**src/rtl/divrem_pkg.sv**
```systemverilog
package divrem_pkg;
  parameter int XLEN = 64;
  localparam int CNT_W = $clog2(XLEN + 1);

  typedef logic [XLEN-1:0] word_t;

  typedef enum logic [1:0] {
    WSEL_8  = 2'd0,
    WSEL_16 = 2'd1,
    WSEL_32 = 2'd2,
    WSEL_64 = 2'd3
  } wsel_e;

  typedef enum logic [1:0] {
    ST_IDLE = 2'd0,
    ST_PREP = 2'd1,
    ST_ITER = 2'd2,
    ST_FIN  = 2'd3
  } dstate_e;

  // operand size in bits for a width code: XLEN/8 .. XLEN
  function automatic int unsigned op_bits(wsel_e w);
    return XLEN >> (3 - int'(w));
  endfunction

  function automatic word_t low_mask(wsel_e w);
    return {XLEN{1'b1}} >> (XLEN - op_bits(w));
  endfunction

  function automatic logic top_bit(word_t v, wsel_e w);
    return v[op_bits(w) - 1];
  endfunction

  // keep the low N bits, fill the rest with the sign when signed
  function automatic word_t extend(word_t v, wsel_e w, logic sgn);
    word_t m;
    m = low_mask(w);
    return (v & m) | ((sgn && top_bit(v, w)) ? ~m : '0);
  endfunction
endpackage

```
**src/rtl/divrem_operand_prep.sv**
```systemverilog
module divrem_operand_prep
  import divrem_pkg::*;
(
  input  word_t dvd_i,
  input  word_t dvs_i,
  input  wsel_e wsel_i,
  input  logic  sgn_i,
  output word_t dvd_aligned_o,
  output word_t dvs_mag_o,
  output logic  q_neg_o,
  output logic  r_neg_o,
  output logic  dvs_zero_o,
  output word_t dvd_ext_o
);
  word_t mask;
  word_t dvd_x;
  word_t dvs_x;
  word_t dvd_mag;
  logic  dvd_neg;
  logic  dvs_neg;

  always_comb begin
    mask    = low_mask(wsel_i);
    dvd_x   = extend(dvd_i, wsel_i, sgn_i);
    dvs_x   = extend(dvs_i, wsel_i, sgn_i);
    dvd_neg = sgn_i && top_bit(dvd_i, wsel_i);
    dvs_neg = sgn_i && top_bit(dvs_i, wsel_i);
    dvd_mag = dvd_neg ? ((~dvd_x + 1'b1) & mask) : (dvd_x & mask);
    dvs_mag_o = dvs_neg ? ((~dvs_x + 1'b1) & mask) : (dvs_x & mask);
    // place dividend MSB at the top so every width shifts out the same way
    dvd_aligned_o = dvd_mag << (XLEN - op_bits(wsel_i));
    q_neg_o    = dvd_neg ^ dvs_neg;
    r_neg_o    = dvd_neg;
    dvs_zero_o = ((dvs_i & mask) == '0);
    dvd_ext_o  = dvd_x;
  end
endmodule

```
**src/rtl/divrem_core.sv**
```systemverilog
module divrem_core
  import divrem_pkg::*;
(
  input  logic  clk,
  input  logic  rst_n,
  input  logic  load_i,
  input  logic  step_i,
  input  word_t dvd_aligned_i,
  input  word_t dvs_mag_i,
  output word_t quo_o,
  output word_t rem_o
);
  word_t part_rem;
  word_t shift_q;
  word_t quo_q;
  word_t dvs_q;

  logic [XLEN:0]   cand;
  logic [XLEN+1:0] diff;
  logic            borrow;

  always_comb begin
    cand   = {part_rem, shift_q[XLEN-1]};
    diff   = {1'b0, cand} - {2'b00, dvs_q};
    borrow = diff[XLEN+1];
  end

  always_ff @(posedge clk) begin
    if (!rst_n) begin
      part_rem <= '0;
      shift_q  <= '0;
      quo_q    <= '0;
      dvs_q    <= '0;
    end else if (load_i) begin
      part_rem <= '0;
      shift_q  <= dvd_aligned_i;
      quo_q    <= '0;
      dvs_q    <= dvs_mag_i;
    end else if (step_i) begin
      shift_q <= {shift_q[XLEN-2:0], 1'b0};
      if (borrow) begin
        part_rem <= cand[XLEN-1:0];
        quo_q    <= {quo_q[XLEN-2:0], 1'b0};
      end else begin
        part_rem <= diff[XLEN-1:0];
        quo_q    <= {quo_q[XLEN-2:0], 1'b1};
      end
    end
  end

  assign quo_o = quo_q;
  assign rem_o = part_rem;
endmodule

```
**src/rtl/divrem_result_fix.sv**
```systemverilog
module divrem_result_fix
  import divrem_pkg::*;
(
  input  word_t quo_i,
  input  word_t rem_i,
  input  wsel_e wsel_i,
  input  logic  sgn_i,
  input  logic  q_neg_i,
  input  logic  r_neg_i,
  input  logic  dvs_zero_i,
  input  word_t dvd_ext_i,
  output word_t quot_o,
  output word_t rem_o
);
  word_t q_s;
  word_t r_s;
  word_t q_by_w [4];
  word_t r_by_w [4];

  always_comb begin
    q_s = q_neg_i ? (~quo_i + 1'b1) : quo_i;
    r_s = r_neg_i ? (~rem_i + 1'b1) : rem_i;
  end

  // one extension lane per width code, selected below
  for (genvar g = 0; g < 4; g++) begin : g_ext
    localparam int NB = XLEN >> (3 - g);
    if (NB == XLEN) begin : g_full
      assign q_by_w[g] = q_s;
      assign r_by_w[g] = r_s;
    end else begin : g_part
      assign q_by_w[g] = {{(XLEN-NB){sgn_i & q_s[NB-1]}}, q_s[NB-1:0]};
      assign r_by_w[g] = {{(XLEN-NB){sgn_i & r_s[NB-1]}}, r_s[NB-1:0]};
    end
  end

  always_comb begin
    if (dvs_zero_i) begin
      quot_o = '1;
      rem_o  = dvd_ext_i;
    end else begin
      quot_o = q_by_w[wsel_i];
      rem_o  = r_by_w[wsel_i];
    end
  end
endmodule

```
**src/rtl/divrem_unit.sv**
```systemverilog
module divrem_unit
  import divrem_pkg::*;
(
  input  logic        clk,
  input  logic        rst_n,
  input  logic        start,
  input  logic        sign_sel,
  input  logic [1:0]  width_sel,
  input  logic [63:0] dividend_i,
  input  logic [63:0] divisor_i,
  output logic        busy,
  output logic        done,
  output logic [63:0] quot_o,
  output logic [63:0] rem_o
);
  dstate_e    state;
  word_t      dvd_q, dvs_q;
  wsel_e      wsel_q;
  logic       sgn_q;
  logic [CNT_W-1:0] cnt;

  logic  q_neg_q, r_neg_q, zero_q;
  word_t dvd_ext_q;

  word_t dvd_aligned, dvs_mag, dvd_ext_c;
  logic  q_neg_c, r_neg_c, zero_c;
  word_t core_quo, core_rem;
  word_t fin_quot, fin_rem;
  logic  accept;

  assign accept = start && (state == ST_IDLE);
  assign busy   = (state != ST_IDLE);

  divrem_operand_prep u_prep (
    .dvd_i         (dvd_q),
    .dvs_i         (dvs_q),
    .wsel_i        (wsel_q),
    .sgn_i         (sgn_q),
    .dvd_aligned_o (dvd_aligned),
    .dvs_mag_o     (dvs_mag),
    .q_neg_o       (q_neg_c),
    .r_neg_o       (r_neg_c),
    .dvs_zero_o    (zero_c),
    .dvd_ext_o     (dvd_ext_c)
  );

  divrem_core u_core (
    .clk           (clk),
    .rst_n         (rst_n),
    .load_i        (state == ST_PREP),
    .step_i        (state == ST_ITER),
    .dvd_aligned_i (dvd_aligned),
    .dvs_mag_i     (dvs_mag),
    .quo_o         (core_quo),
    .rem_o         (core_rem)
  );

  divrem_result_fix u_fix (
    .quo_i      (core_quo),
    .rem_i      (core_rem),
    .wsel_i     (wsel_q),
    .sgn_i      (sgn_q),
    .q_neg_i    (q_neg_q),
    .r_neg_i    (r_neg_q),
    .dvs_zero_i (zero_q),
    .dvd_ext_i  (dvd_ext_q),
    .quot_o     (fin_quot),
    .rem_o      (fin_rem)
  );

  always_ff @(posedge clk) begin
    if (!rst_n) begin
      state     <= ST_IDLE;
      dvd_q     <= '0;
      dvs_q     <= '0;
      wsel_q    <= WSEL_8;
      sgn_q     <= 1'b0;
      cnt       <= '0;
      q_neg_q   <= 1'b0;
      r_neg_q   <= 1'b0;
      zero_q    <= 1'b0;
      dvd_ext_q <= '0;
      done      <= 1'b0;
      quot_o    <= '0;
      rem_o     <= '0;
    end else begin
      done <= 1'b0;
      unique case (state)
        ST_IDLE: if (accept) begin
          dvd_q  <= dividend_i;
          dvs_q  <= divisor_i;
          wsel_q <= wsel_e'(width_sel);
          sgn_q  <= sign_sel;
          state  <= ST_PREP;
        end
        ST_PREP: begin
          q_neg_q   <= q_neg_c;
          r_neg_q   <= r_neg_c;
          zero_q    <= zero_c;
          dvd_ext_q <= dvd_ext_c;
          cnt       <= CNT_W'(op_bits(wsel_q));
          state     <= ST_ITER;
        end
        ST_ITER: begin
          cnt <= cnt - 1'b1;
          if (cnt == CNT_W'(1)) state <= ST_FIN;
        end
        ST_FIN: begin
          quot_o <= fin_quot;
          rem_o  <= fin_rem;
          done   <= 1'b1;
          state  <= ST_IDLE;
        end
        default: state <= ST_IDLE;
      endcase
    end
  end
endmodule

```
**config.mk**
```make
export PLATFORM = sky130hd
export DESIGN_NAME = divrem_unit
export DESIGN_NICKNAME = d
export VERILOG_FILES = /design/src/rtl/divrem_pkg.sv /design/src/rtl/divrem_operand_prep.sv /design/src/rtl/divrem_core.sv /design/src/rtl/divrem_result_fix.sv /design/src/rtl/divrem_unit.sv
export SDC_FILE = /design/constraint.sdc
export NUM_CORES = 2
export LEC_CHECK = 0
export BUFFER_PORTS_ARGS = -buffer_cell sky130_fd_sc_hd__buf_2
export CORE_MARGIN = 10
export CORE_UTILIZATION = 35
export CTS_CLUSTER_DIAMETER = 200
export DETAILED_ROUTE_END_ITERATION = 8
export PLACE_DENSITY = 0.59
export SYNTH_ARGS = -nofsm -noshare
export SYNTH_HDL_FRONTEND = slang
export SYNTH_SLANG_ARGS = --single-unit
```
**constraint.sdc**
```tcl
create_clock -name clk -period 7.4 [get_ports clk]
set_clock_uncertainty 0.15 [all_clocks]
set_input_delay 0.37 -clock clk [delete_from_list [all_inputs] [get_ports clk]]
set_output_delay 0.37 -clock clk [all_outputs]
set_load 0.005 [all_outputs]
```
* After elaboration in Yosys (flattened, before gate mapping) *
Index checks and enable logic that the tools add are counted.

storage, ports and cells
  register bits = 592
  input port bits = 134
  output and inout port bits = 130
  word-level logic and storage cells = 96

operators by class
  add/sub/neg operators = 9
  $lt $le $gt $ge = 2
  equality and inequality tests = 6
  shifts and indexed selects = 3
  mux-type cells = 27
  bitwise gates (word level) = 22
  reduce and logical (&&, ||, !) cells = 10

operator list
  kind                                                                            count
  64-bit 2-to-1 mux                                                               15
  64-bit AND                                                                      6
  64-bit NOT                                                                      5
  64-bit by 1-bit adder with 64-bit output (second input constant)                4
  64-bit binary-select mux with 2-bit select                                      2
  64-bit OR                                                                       2
  65-bit by 64-bit subtractor with 66-bit output                                  1
  64-bit logical NOT                                                              1
  64-bit by 32-bit << shifter with 64-bit output                                  1
  64-bit by 32-bit right shift with 64-bit output (first input constant)          1
  32-bit by 7-bit less-than comparator with 1-bit output (second input constant)  1
  7-bit by 32-bit right shift with 32-bit output (first input constant)           1
  32-bit by 1-bit subtractor with 32-bit output (second input constant)           1
  7-bit by 32-bit subtractor with 32-bit output (first input constant)            1
  7-bit one-hot mux with 2 select lines                                           1
  1-bit binary-select mux with 6-bit select                                       2
  2-bit one-hot mux with 4 select lines                                           1
  7-bit by 1-bit equality test with 1-bit output (second input constant)          1
  7-bit by 1-bit subtractor with 7-bit output (second input constant)             1
  1-bit AND                                                                       6
  2-bit equality test (second input constant)                                     2
  1-bit 2-to-1 mux                                                                4
  2-bit 2-to-1 mux                                                                2
  2-bit != test (second input constant)                                           2
  other kinds (11)                                                                15

* Longest topological paths before layout *
  word-level depth = 14
  gate-level depth with buffers = 25
  depth with buffers taken out = 16

* Modules after synthesis *
A second synthesis with hierarchy kept.

second synthesis, totals
  cell total of the unflattened synthesis = 4782
  area total of the unflattened synthesis = 38092.8 µm²

modules (own cells, without submodules)
  module               instances  cells an instance  area each (µm²)  sequential area each (µm²)
  divrem_core          1          1755               14611.5          5124.9
  divrem_unit          1          1274               12868.6          6726.5
  divrem_operand_prep  1          979                5769.3           0.0
  divrem_result_fix    1          774                4843.4           0.0

* Worst setup path before layout *
No wires, ideal clock.

  path kind = reg-to-reg
  start point = register wsel_q[0]
  end point = register u_core.shift_q[56]
  library setup time = 0.131 ns
  data arrival time = 4.957 ns
  data required time = 7.119 ns
  setup slack = 2.161 ns
  cell stages (with the launch flop) = 23
  path buffers = 10
  period minus slack after synthesis = 5.239 ns
  cells stage by stage = dfxtp_1 -> clkbuf_1 -> and2_1 -> buf_2 -> clkinv_1 -> clkbuf_1 -> buf_1 -> clkbuf_1 -> buf_1 -> ha_1 -> buf_2 -> clkbuf_1 -> clkbuf_1 -> a21oi_1 -> ha_1 -> clkbuf_1 -> o221ai_2 -> a211o_1 -> or2_2 -> or3_1 -> o21ai_0 -> xor2_1 -> o22ai_1

between the ends
  longest elaborated chain between the ends = 14
  elaborated cells between the ends (all ways) = 19
  classes of those cells = add/sub: 4; shift: 3; mux: 5; bitwise: 6; reduce/logical: 1

RTL lines
  element                                           RTL line                                     text
  from (decl)                                       divrem_unit.sv:18                            wsel_e wsel_q;
  from (signal assigned)                            divrem_unit.sv:92                            wsel_q <= wsel_e'(width_sel);
  2-bit by 2-bit subtractor with 3-bit output *     divrem_pkg.sv:23                             return XLEN >> (3 - int'(w));
  7-bit by 32-bit right shift with 32-bit output *  divrem_pkg.sv:23
  32-bit by 1-bit subtractor with 32-bit output     divrem_pkg.sv:31                             return v[op_bits(w) - 1];
  1-bit binary-select mux with 6-bit select         divrem_pkg.sv:31
  1-bit 2-to-1 mux (implied by the code)            divrem_pkg.sv:31
  1-bit logical AND                                 divrem_pkg.sv:38, divrem_operand_prep.sv:26
  64-bit 2-to-1 mux                                 divrem_pkg.sv:38                             return (v & m) | ((sgn && top_bit(v, w)) ? ~m : '0);
  64-bit OR                                         divrem_pkg.sv:38
  64-bit NOT                                        divrem_operand_prep.sv:28                    dvd_mag = dvd_neg ? ((~dvd_x + 1'b1) & mask) : (dvd_x & mask);
  64-bit by 1-bit adder with 64-bit output          divrem_operand_prep.sv:28
  64-bit AND                                        divrem_operand_prep.sv:28
  64-bit 2-to-1 mux                                 divrem_operand_prep.sv:28
  64-bit by 32-bit << shifter with 64-bit output *  divrem_operand_prep.sv:31                    dvd_aligned_o = dvd_mag << (XLEN - op_bits(wsel_i));
  64-bit 2-to-1 mux *                               divrem_core.sv:34                            end else if (load_i) begin
  to (signal assigned)                              divrem_core.sv:36                            shift_q <= dvd_aligned_i;
  to (signal assigned)                              divrem_core.sv:40                            shift_q <= {shift_q[XLEN-2:0], 1'b0};
  to (decl)                                         divrem_core.sv:14                            word_t shift_q;

Every way passes the cells marked *; elsewhere a longest branch is shown, timed or not. The select of a mux whose other input is x is not followed.
A chain may end at the register's enable or synchronous reset.

* Final worst setup path *
  start point = register wsel_q[0]
  end point = register u_core.dvs_q[60]

between the ends
  longest elaborated chain between the ends = 12
  elaborated cells between the ends (all ways) = 17
  classes of those cells = add/sub: 4; shift: 2; mux: 4; bitwise: 6; reduce/logical: 1

RTL lines
  element                                           RTL line                                     text
  2-bit by 2-bit subtractor with 3-bit output *     divrem_pkg.sv:23
  7-bit by 32-bit right shift with 32-bit output *  divrem_pkg.sv:23
  32-bit by 1-bit subtractor with 32-bit output     divrem_pkg.sv:31
  1-bit binary-select mux with 6-bit select         divrem_pkg.sv:31
  1-bit 2-to-1 mux (implied by the code)            divrem_pkg.sv:31
  1-bit logical AND                                 divrem_pkg.sv:38, divrem_operand_prep.sv:27
  64-bit 2-to-1 mux                                 divrem_pkg.sv:38
  64-bit OR                                         divrem_pkg.sv:38
  64-bit NOT                                        divrem_operand_prep.sv:29                    dvs_mag_o = dvs_neg ? ((~dvs_x + 1'b1) & mask) : (dvs_x & mask);
  64-bit by 1-bit adder with 64-bit output          divrem_operand_prep.sv:29
  64-bit AND                                        divrem_operand_prep.sv:29
  64-bit 2-to-1 mux *                               divrem_operand_prep.sv:29
  to (signal assigned)                              divrem_core.sv:38                            dvs_q <= dvs_mag_i;
  to (decl)                                         divrem_core.sv:16                            word_t dvs_q;

Marks and branches as above.

==> run metrics <==
drt total wl 133800 um; Bufs on Longest Clock Path 3; CP max FO 27; CTS tree built; CP Capture Type flop; RSZ-0062 raised after global routing no; final setup vio count 0; synthesized area 33320 um2; Post-synth EDFFs 0; flop-to-flop setup slack 1980 ps; XOR/XNOR Fraction of Synth Area 7.361%; most frequent cell after synthesis dfxtp_1; WL per Instance 22.72 um; Arrival @ worst endpoint 5730 ps; syn_nets 4579; vias in the first global route 31.02k; met1 WL 60770 um; DP Wirelength 98910 um; share of the synthesized area in the top cell type 35.57%; fillers 9861; cell taking the most area after synthesis dfxtp_1; Die Y 328.5 um; DR WL met3 11000 um; prevailing post-synth register cell dfxtp_1; fmax 0.1845 GHz; Top Metal Used met5; post-synthesis compound-gate area fraction 25.80%; GPL Wtd Cong 1.008; area of the multi-input gates 19910 um2; IO Port Bufs 263; Net Sw Frac 45.63%; logic gate share of total power 54.0%; Startpoint Class flop; Async SR Flop Fraction 0%; Crit Path Category flop to flop; largest family of logic cells by synthesized area compound AO/OA/AOI/OAI gates; status complete, no violations; Synth Area in Simple Gates 18.84%; mux contribution to synthesized area 4.503%; transition time of the tightest slew-check pin 1246 ps; hold slack 66.33 ps; Seq cells post-synth 592; period utilization 73.23%; GR Overflow Total 0; number of max-cap violations 0; Worst-Skew Late Latency 640 ps; die area 107900 um2; Seq pwr share 25.4%; Layout area overhead 17.82%; Iter 0 DRT Violations 3513; Die X 328.5 um; Area contributors post-synth dfxtp_1 (36%), a21oi_1 (7.5%), nand2_1 (6.0%), o21ai_0 (5.6%), nor2_1 (4.8%); Synth Warn # 0; Resized Gates After CTS 0; Num CTS Buffers 70; Hold Vio Cnt, Final 0; min Tclk post-route 5419 ps; register area 11860 um2; Lkg Pwr 15.26 nW; Slew HR 16.96%; Root Driver clkbuf_16; setup_tns 0 ps; Seq/Total Area, Yosys 35.57%; placed cell area 35570 um2; pin count of the biggest net entering global routing 180; vias per cell 5.681; First-pass DRT Iterations 6; global-route wire length before repair 199500 um; core area 94730 um2; Top-Level Pins 264; Final nets 4782; power density cells 440.6 nW/um2; clock power share 20.6%; GRT Util Overall 23.63%; vias 33.46k; CP top delay family simple AND/OR/NAND/NOR gates; Finished Cell Area 39250 um2; Reg clk slew, reported paths 60 ps; Hold WC Path Type input pin to flop; CP required 7710 ps; Cell Chain, Critical Path and2_2, buf_4, ha_1, and2_1, nand4b_1, or4_1, a21oi_1, nand3_1, nor2_1, nand2_1, o31ai_1, xor2_1, o22ai_1; Synth Area per Inst 7.628 um2; CP max-delay cell and2_1; DRT antenna net count 0; VDD IR max 0.0003772 V; fraction of layout instances using a drive strength above 1 10.96%; Post-route DRC 0; Sw Pwr 7.891 mW; Starting Density 35.17%; Worst Path Buf+Inv 1; Num Clock Sinks 592; Post-synth top cells dfxtp_1 (592), nand2_1 (535), a21oi_1 (499); post-synthesis adder-cell area fraction 2.914%; Post-Syn Instances 4368; antenna violations before repair 4; row cnt 113; Yosys cell types 80; htree depth 3; Detail Route met2 WL 57890 um; Max Slew Vio Count 0; cell-internal power 9.401 mW; Crit path largest cell delay 1070 ps
==> layout make-up <==
cell class	count	share of cell area (%)
Clock inverter	25	0.7555
Inverter	121	1.170
Multi-Input combinational cell	3336	50.72
Antenna cell	1	0.006375
Clock buffer	100	5.266
Tap cell	1265	4.032
Sequential cell	592	30.21
Timing Repair Buffer	450	7.841
==> state kept, by name (all words and copies together), names as in the netlist, 7 cells and up <==
name and cells:
dvd_ext_q 64, u_core.rem_o 64, dvs_q 64, u_core.shift_q 64, cnt 7, u_core.dvs_q 64
quot_o 64, u_core.quo_o 64, dvd_q 64, rem_o 64
==> worst min-delay path: cells and delay by family <==
| kind | cells | cell delay, ps |
|---|---|---|
| buffers and inverters | 1 | 170 |
| AND/OR/NAND/NOR | 3 | 270 |
==> cells in the final DEF (no fill, tap or decap), drive strengths merged, types with 59 or more instances in the layout <==
master and instances:
a211oi 68, a21oi 501, a31oi 61, buf 318
clkbuf 100, dfxtp 592, dlygate4sd3 132, ha 76
inv 118, mux2i 142, nand2 535, nor2 429
nor3 112, o21ai 384, o22ai 89, o31ai 59
xnor2 160, xor2 120
==> per-layer routing <==
metal | vias to the layer above | track usage, %
met5 | - | 0
met4 | 6 | 7.676
met3 | 200 | 5.137
met2 | 1280 | 36.00
met1 | 15977 | 32.73
li1 | 15998 | -
==> cell families (layout without fill, tap and decap cells) <==
kind of cell               count (synthesis)  count (layout)
and+or+nand+nor                         1399            1399
xor gates and xnor gates                 280             280
DFF                                      592             592
other                                      0               1
adders and majority gates                 77              77
muxes                                    149             149
buffers and inverters                    440             696
AOI/OAI and AO/OA                       1431            1431
==> through the flow <==
step           setup WS (ps)  utilization, %  std cells  power [mW]
5_1_grt                 1590           41.43       5889       18.34
3_5_place_dp            2088           37.54       5632       13.52
2_1_floorplan           2161               -       4368       10.88
4_1_cts                 2071           41.43       5889       17.18
3_3_place_gp            2176           37.54       5632       13.50
6_report                1981           41.44       5890       17.29
==> power by group through the flow <==
stage | sequential (mW) | combinational [mW] | clock, mW
3_5_place_dp | 4.44 | 9.08 | 0
5_1_grt | 4.45 | 10.1 | 3.75
3_3_place_gp | 4.43 | 9.07 | 0
6_report | 4.40 | 9.33 | 3.56
4_1_cts | 4.37 | 9.19 | 3.62
2_1_floorplan | 4.13 | 6.75 | 0
==> final timing paths <==
check | from | to | cells past startpoint
worst max register to register | wsel_q[0] | u_core.dvs_q[60] | 13
worst max-delay path | wsel_q[0] | u_core.dvs_q[60] | 13
worst min-delay path | start | state[0] | 4
worst min register to register | rem_o[62] | rem_o[62] | 2
==> timing repair <==
action	4_1_cts	5_1_grt
hold buffers	132	0
hold endpoints to repair	132	0
buffers inserted	0	0
No activity file was read; power rests on OpenSTA's default activity.
